`src/rtl/exc_entry_pkg.sv`:
```
package exc_entry_pkg;

  localparam int MODE_W = 5;

  localparam logic [MODE_W-1:0] MODE_PRIV = 5'h13;
  localparam logic [MODE_W-1:0] MODE_TRAP = 5'h17;
  localparam logic [MODE_W-1:0] MODE_IRQ  = 5'h12;

  typedef enum logic [1:0] {
    ST_IDLE   = 2'd0,
    ST_SWITCH = 2'd1,
    ST_COMMIT = 2'd2
  } seq_state_e;

endpackage

```
`src/rtl/exc_cause_decode.sv`:
```
module exc_cause_decode
  import exc_entry_pkg::*;
#(
  parameter int CAUSE_W = 3,
  parameter int OFF_W   = 8
) (
  input  logic [CAUSE_W-1:0] cause,
  output logic               legal,
  output logic [MODE_W-1:0]  mode,
  output logic [OFF_W-1:0]   offset
);

  always_comb begin
    legal  = 1'b1;
    mode   = '0;
    offset = '0;
    case (cause)
      CAUSE_W'(1): begin mode = MODE_PRIV; offset = OFF_W'(8'h08); end
      CAUSE_W'(2): begin mode = MODE_TRAP; offset = OFF_W'(8'h0C); end
      CAUSE_W'(3): begin mode = MODE_TRAP; offset = OFF_W'(8'h10); end
      CAUSE_W'(4): begin mode = MODE_IRQ;  offset = OFF_W'(8'h18); end
      default:     legal = 1'b0;
    endcase
  end

endmodule

```
`src/rtl/exc_vector_gen.sv`:
```
module exc_vector_gen #(
  parameter int          XLEN       = 32,
  parameter int          OFF_W      = 8,
  parameter logic [31:0] HIVEC_BASE = 32'hFFFF0000
) (
  input  logic [OFF_W-1:0] offset,
  input  logic             hivec,
  output logic [XLEN-1:0]  vector
);

  localparam logic [XLEN-1:0] BASE = XLEN'(HIVEC_BASE);

  always_comb begin
    vector = XLEN'(offset);
    if (hivec) vector = BASE + XLEN'(offset);
  end

endmodule

```
`src/rtl/exc_seq_fsm.sv`:
```
module exc_seq_fsm
  import exc_entry_pkg::*;
(
  input  logic clk,
  input  logic rst_n,
  input  logic start,
  output logic busy,
  output logic switch_act,
  output logic commit_act
);

  seq_state_e state_q, state_d;

  always_comb begin
    state_d = state_q;
    case (state_q)
      ST_IDLE:   if (start) state_d = ST_SWITCH;
      ST_SWITCH: state_d = ST_COMMIT;
      ST_COMMIT: state_d = ST_IDLE;
      default:   state_d = ST_IDLE;
    endcase
  end

  always_ff @(posedge clk or negedge rst_n) begin
    if (!rst_n) state_q <= ST_IDLE;
    else        state_q <= state_d;
  end

  assign busy       = (state_q != ST_IDLE);
  assign switch_act = (state_q == ST_SWITCH);
  assign commit_act = (state_q == ST_COMMIT);

endmodule

```
`src/rtl/exc_entry_seq.sv`:
```
module exc_entry_seq
  import exc_entry_pkg::*;
#(
  parameter int          XLEN       = 32,
  parameter int          CAUSE_W    = 3,
  parameter int          IMASK_BIT  = 7,
  parameter logic [31:0] HIVEC_BASE = 32'hFFFF0000
) (
  input  logic               clk,
  input  logic               rst_n,
  input  logic               cause_valid,
  input  logic [CAUSE_W-1:0] cause,
  input  logic [XLEN-1:0]    status_in,
  input  logic [XLEN-1:0]    pc_in,
  input  logic               hivec,
  output logic               busy,
  output logic               mode_req_valid,
  output logic [MODE_W-1:0]  mode_req,
  output logic [XLEN-1:0]    status_out,
  output logic [XLEN-1:0]    saved_status,
  output logic [XLEN-1:0]    link_out,
  output logic [XLEN-1:0]    pc_out,
  output logic               done,
  output logic               err_unhandled
);

  localparam int OFF_W = 8;

  logic              legal;
  logic [MODE_W-1:0] dec_mode;
  logic [OFF_W-1:0]  dec_off;
  logic [XLEN-1:0]   vec;
  logic              accept_en, reject_en, switch_act;

  logic [MODE_W-1:0] mode_q;
  logic [XLEN-1:0]   vec_q, stat_q, pc_q;
  logic [XLEN-1:0]   status_d;
  logic              err_q;
  logic [XLEN-1:0]   st_out_q, sv_out_q, lk_out_q, pc_out_q;

  exc_cause_decode #(.CAUSE_W(CAUSE_W), .OFF_W(OFF_W)) u_dec (
    .cause (cause),
    .legal (legal),
    .mode  (dec_mode),
    .offset(dec_off)
  );

  exc_vector_gen #(.XLEN(XLEN), .OFF_W(OFF_W), .HIVEC_BASE(HIVEC_BASE)) u_vec (
    .offset(dec_off),
    .hivec (hivec),
    .vector(vec)
  );

  assign accept_en = cause_valid && !busy && legal;
  assign reject_en = cause_valid && !busy && !legal;

  exc_seq_fsm u_fsm (
    .clk       (clk),
    .rst_n     (rst_n),
    .start     (accept_en),
    .busy      (busy),
    .switch_act(switch_act),
    .commit_act(done)
  );

  // capture stage, enabled on acceptance
  always_ff @(posedge clk or negedge rst_n) begin
    if (!rst_n) begin
      mode_q <= '0;
      vec_q  <= '0;
      stat_q <= '0;
      pc_q   <= '0;
    end else if (accept_en) begin
      mode_q <= dec_mode;
      vec_q  <= vec;
      stat_q <= status_in;
      pc_q   <= pc_in;
    end
  end

  // new status: mode field replaced, interrupt mask set
  always_comb begin
    status_d                 = stat_q;
    status_d[MODE_W-1:0]     = mode_q;
    status_d[IMASK_BIT]      = 1'b1;
  end

  // commit stage, enabled while switch request is out
  always_ff @(posedge clk or negedge rst_n) begin
    if (!rst_n) begin
      st_out_q <= '0;
      sv_out_q <= '0;
      lk_out_q <= '0;
      pc_out_q <= '0;
    end else if (switch_act) begin
      st_out_q <= status_d;
      sv_out_q <= stat_q;
      lk_out_q <= pc_q;
      pc_out_q <= vec_q;
    end
  end

  always_ff @(posedge clk or negedge rst_n) begin
    if (!rst_n) err_q <= 1'b0;
    else        err_q <= reject_en;
  end

  assign mode_req_valid = switch_act;
  assign mode_req       = mode_q;
  assign status_out     = st_out_q;
  assign saved_status   = sv_out_q;
  assign link_out       = lk_out_q;
  assign pc_out         = pc_out_q;
  assign err_unhandled  = err_q;

endmodule

```
`config.mk`:
```
export PLATFORM = sky130hd
export DESIGN_NAME = exc_entry_seq
export DESIGN_NICKNAME = d
export VERILOG_FILES = /design/src/rtl/exc_entry_pkg.sv /design/src/rtl/exc_cause_decode.sv /design/src/rtl/exc_vector_gen.sv /design/src/rtl/exc_seq_fsm.sv /design/src/rtl/exc_entry_seq.sv
export SDC_FILE = /design/constraint.sdc
export NUM_CORES = 1
export LEC_CHECK = 0
export CAP_MARGIN = 20
export CORE_MARGIN = 1.5
export CORE_UTILIZATION = 42
export CTS_BUF_LIST = sky130_fd_sc_hd__clkbuf_8
export DETAILED_ROUTE_END_ITERATION = 8
export PLACE_DENSITY = 0.78
export SLEW_MARGIN = 20
export SYNTH_ARGS = -nofsm -noshare
export SYNTH_HDL_FRONTEND = slang
export SYNTH_SLANG_ARGS = --single-unit
```
`constraint.sdc`:
```
create_clock -name clk -period 1.7 [get_ports clk]
set_input_delay 0.255 -clock clk [delete_from_list [all_inputs] [get_ports clk]]
set_output_delay 0.255 -clock clk [all_outputs]
set_load 0.02 [all_outputs]
```
==> impl_metrics.ini <==
[routing]
drtPass1Iterations = 4
wire_per_inst_um = 15.99
drc_errors = 0
drt_iter0_drc = 127
viasPerCell = 4.684
wl_um = 11990
vias = 3513
ant_nets = 0

[finish]
final_common_cell = dfrtp_1
finalNetCount = 628
final_cell_mix = 143 x dfrtp_1, 119 x mux2_2, 106 x dlygate4sd2_1
diodes = 0
drive_gt1_share_pct = 34.56
synthToLayoutAreaGrowth_pct = 36.77
stdcell_count = 750

[setup_path]
crit_fanout = 2
criticalPathCategory = reg -> out
crit_family = buffers and inverters
cp_slowest_cell = clkdlybuf4s50_1
required_ns = 1.44
path_cells = clkdlybuf4s50_1
start_kind = flip-flop
cp_slowest_stage_delay_ns = 0.61
path_buf_inv = 1
cp.arrival_ns = 1.39
end_kind = output pin

[sta]
tightest_slew_ns = 0.5202
slew_viol_final = 0
finalSetupViolations = 0
final_hold_viol_count = 0
finalCritPeriodShare_pct = 96.89
fin_skew_ns = 0.007733
rsz0062_at_grt = no
whs_ns = 0.3183
period_minus_slack_ns = 1.647
max_freq_mhz = 607.1
slew_headroom_pct = 65.32

[global_route]
grt_use_total_pct = 16.63
grt_max_degree = 73
use_met2_pct = 25.63
gr-usage-met3_pct = 6.552
globalRouteOverflowTotal = 0
grt_util_met1_pct = 20.61
grt_pass1_wl_um = 18530
antenna_found_initial = 0
top_usage_layer = met2
grt_pass1_vias = 3633

[logic_synthesis]
yosysSeqAreaShare_pct = 61.01
synth_seq_cells = 146
synth.distinct_cells = 24
synthCells = 388
netlist_area_sq_um = 5988
synthTopCellsByArea = dfrtp_1 61%, mux2_2 22%, buf_4 7.3%
synth_top_cell_by_area = dfrtp_1
syn_area_per_cell_sq_um = 15.43
synth_top_area_share_pct = 61.01
synth_warnings = 0

[clock_network]
cts_tree = done
h-tree-depth = 4
clk_pin_slew_ns = 0.08
clockRootBuffer = clkbuf_8
post_cts_buffers = 0
insertion_delay_ns = 0.45
cts_made_buffers = 17
cts_sinks = 146
clockBufferDepth = 2

[placement]
dpl.cell_count = 717
portBuffers = 192
dp_hpwl_um = 8350
gp_congestion = 0.7484

[floorplan]
rows = 43
top_level_ports = 208
die_x_um = 122.4
die_h_um = 122.4
dieArea_sq_um = 14980
start_util_pct = 43.14
coreArea_sq_um = 13880

[job]
drv_cap = 0

[status]
status = completed

[power]
power-per-cell-area_nw_per_um2 = 1682
irDropWorstVdd_mv = 0.9927
leakage_nw = 3.785

[hold_path]
worstHoldPathType = in -> async
where the power goes:
part / internal (mW) / leakage, nW / switching, mW
logic: 2.59 / 1.86 / 2.86
registers: 4.74 / 1.71 / 0.769
clock network: 1.53 / 0.210 / 1.30
logic make-up after synthesis:
| group | synth area share [%] |
|---|---|
| compound gates | 1.484 |
| buf+inv | 8.964 |
| flops | 61.01 |
| mux | 26.64 |
| other cells | 0.06262 |
| simple gates | 1.839 |
per-layer routing:
| layer | part of all wire (%) | vias to the layer above | wire, um |
|---|---|---|---|
| li1 | - | 1597 | - |
| met1 | 43 | 1743 | 5120 |
| met2 | 46 | 153 | 5575 |
| met3 | 8.8 | 20 | 1056 |
| met4 | 2.0 | 0 | 240 |
| met5 | 0 | - | 0 |
synth_stat cells (all sizes together):
library cell / n
and3: 1
a21oi: 6
mux2: 136
or2: 3
buf: 73
nor2b: 5
nor3b: 1
a221oi: 1
nand3: 1
or3: 1
o21ai: 5
nand2b: 1
dfrtp: 146
a221o: 1
inv: 2
conb: 1
or3b: 1
a21o: 1
o21bai: 1
nand2: 1
path summary, 6_finish.rpt:
check                                 start               end  slack, ns  cells past startpoint
max in group asynchronous             rst_n  u_fsm.state_q[0]       0.77                      3
setup / recovery              status_out[2]     status_out[2]       0.05                      1
hold reg to reg               status_out[7]     status_out[7]       0.48                      1
hold / removal                        rst_n        stat_q[20]       0.32                      2
min in group clk              status_in[19]        stat_q[19]       0.41                      2
setup reg to reg           u_fsm.state_q[1]          pc_q[19]       0.11                      4
layout make-up:
type | instances | area (sq um)
clock buffer | 19 | 261.5
fill | 1158 | 5690
clock inverter | 13 | 157.7
multi-input combinational | 181 | 1866
timing repair buffer | 209 | 2016
tap | 180 | 225.2
sequential | 146 | 3657
inverter | 2 | 7.507
registers in the layout (all words and copies together), names as in the netlist, 2 cells and up:
register	cells
stat_q	32
u_fsm.state_q	2
pc_q	32
mode_req	3
link_out	32
status_out	4
vec_q	4
saved_status	32
pc_out	4
metrics by stage:
| step | area [sq um] | TNS [ns] | utilization, % | setup WS [ns] | total power [mW] |
|---|---|---|---|---|---|
| 2_1_floorplan | 6041 | 0 | - | 0.1307 | 9.299 |
| 3_3_place_gp | 7870 | -18.36 | 56.70 | -0.2964 | 11.83 |
| 3_5_place_dp | 7870 | -18.83 | 56.70 | -0.3070 | 12.00 |
| 4_1_cts | 8168 | 0 | 58.84 | 0.001117 | 14.01 |
| 5_1_grt | 8190 | 0 | 59.00 | 0.003306 | 14.53 |
| 6_report | 8190 | 0 | 59.00 | 0.05288 | 13.78 |
what timing repair did:
action                                  in CTS  in global routing
pin swaps                                    0                  0
resized for setup                          119                  9
endpoints found under the hold margin       49                  0
endpoints found under the setup margin     109                  9
hold buffers                                 1                  0
Note: power is estimated with default switching activity, not from simulation.
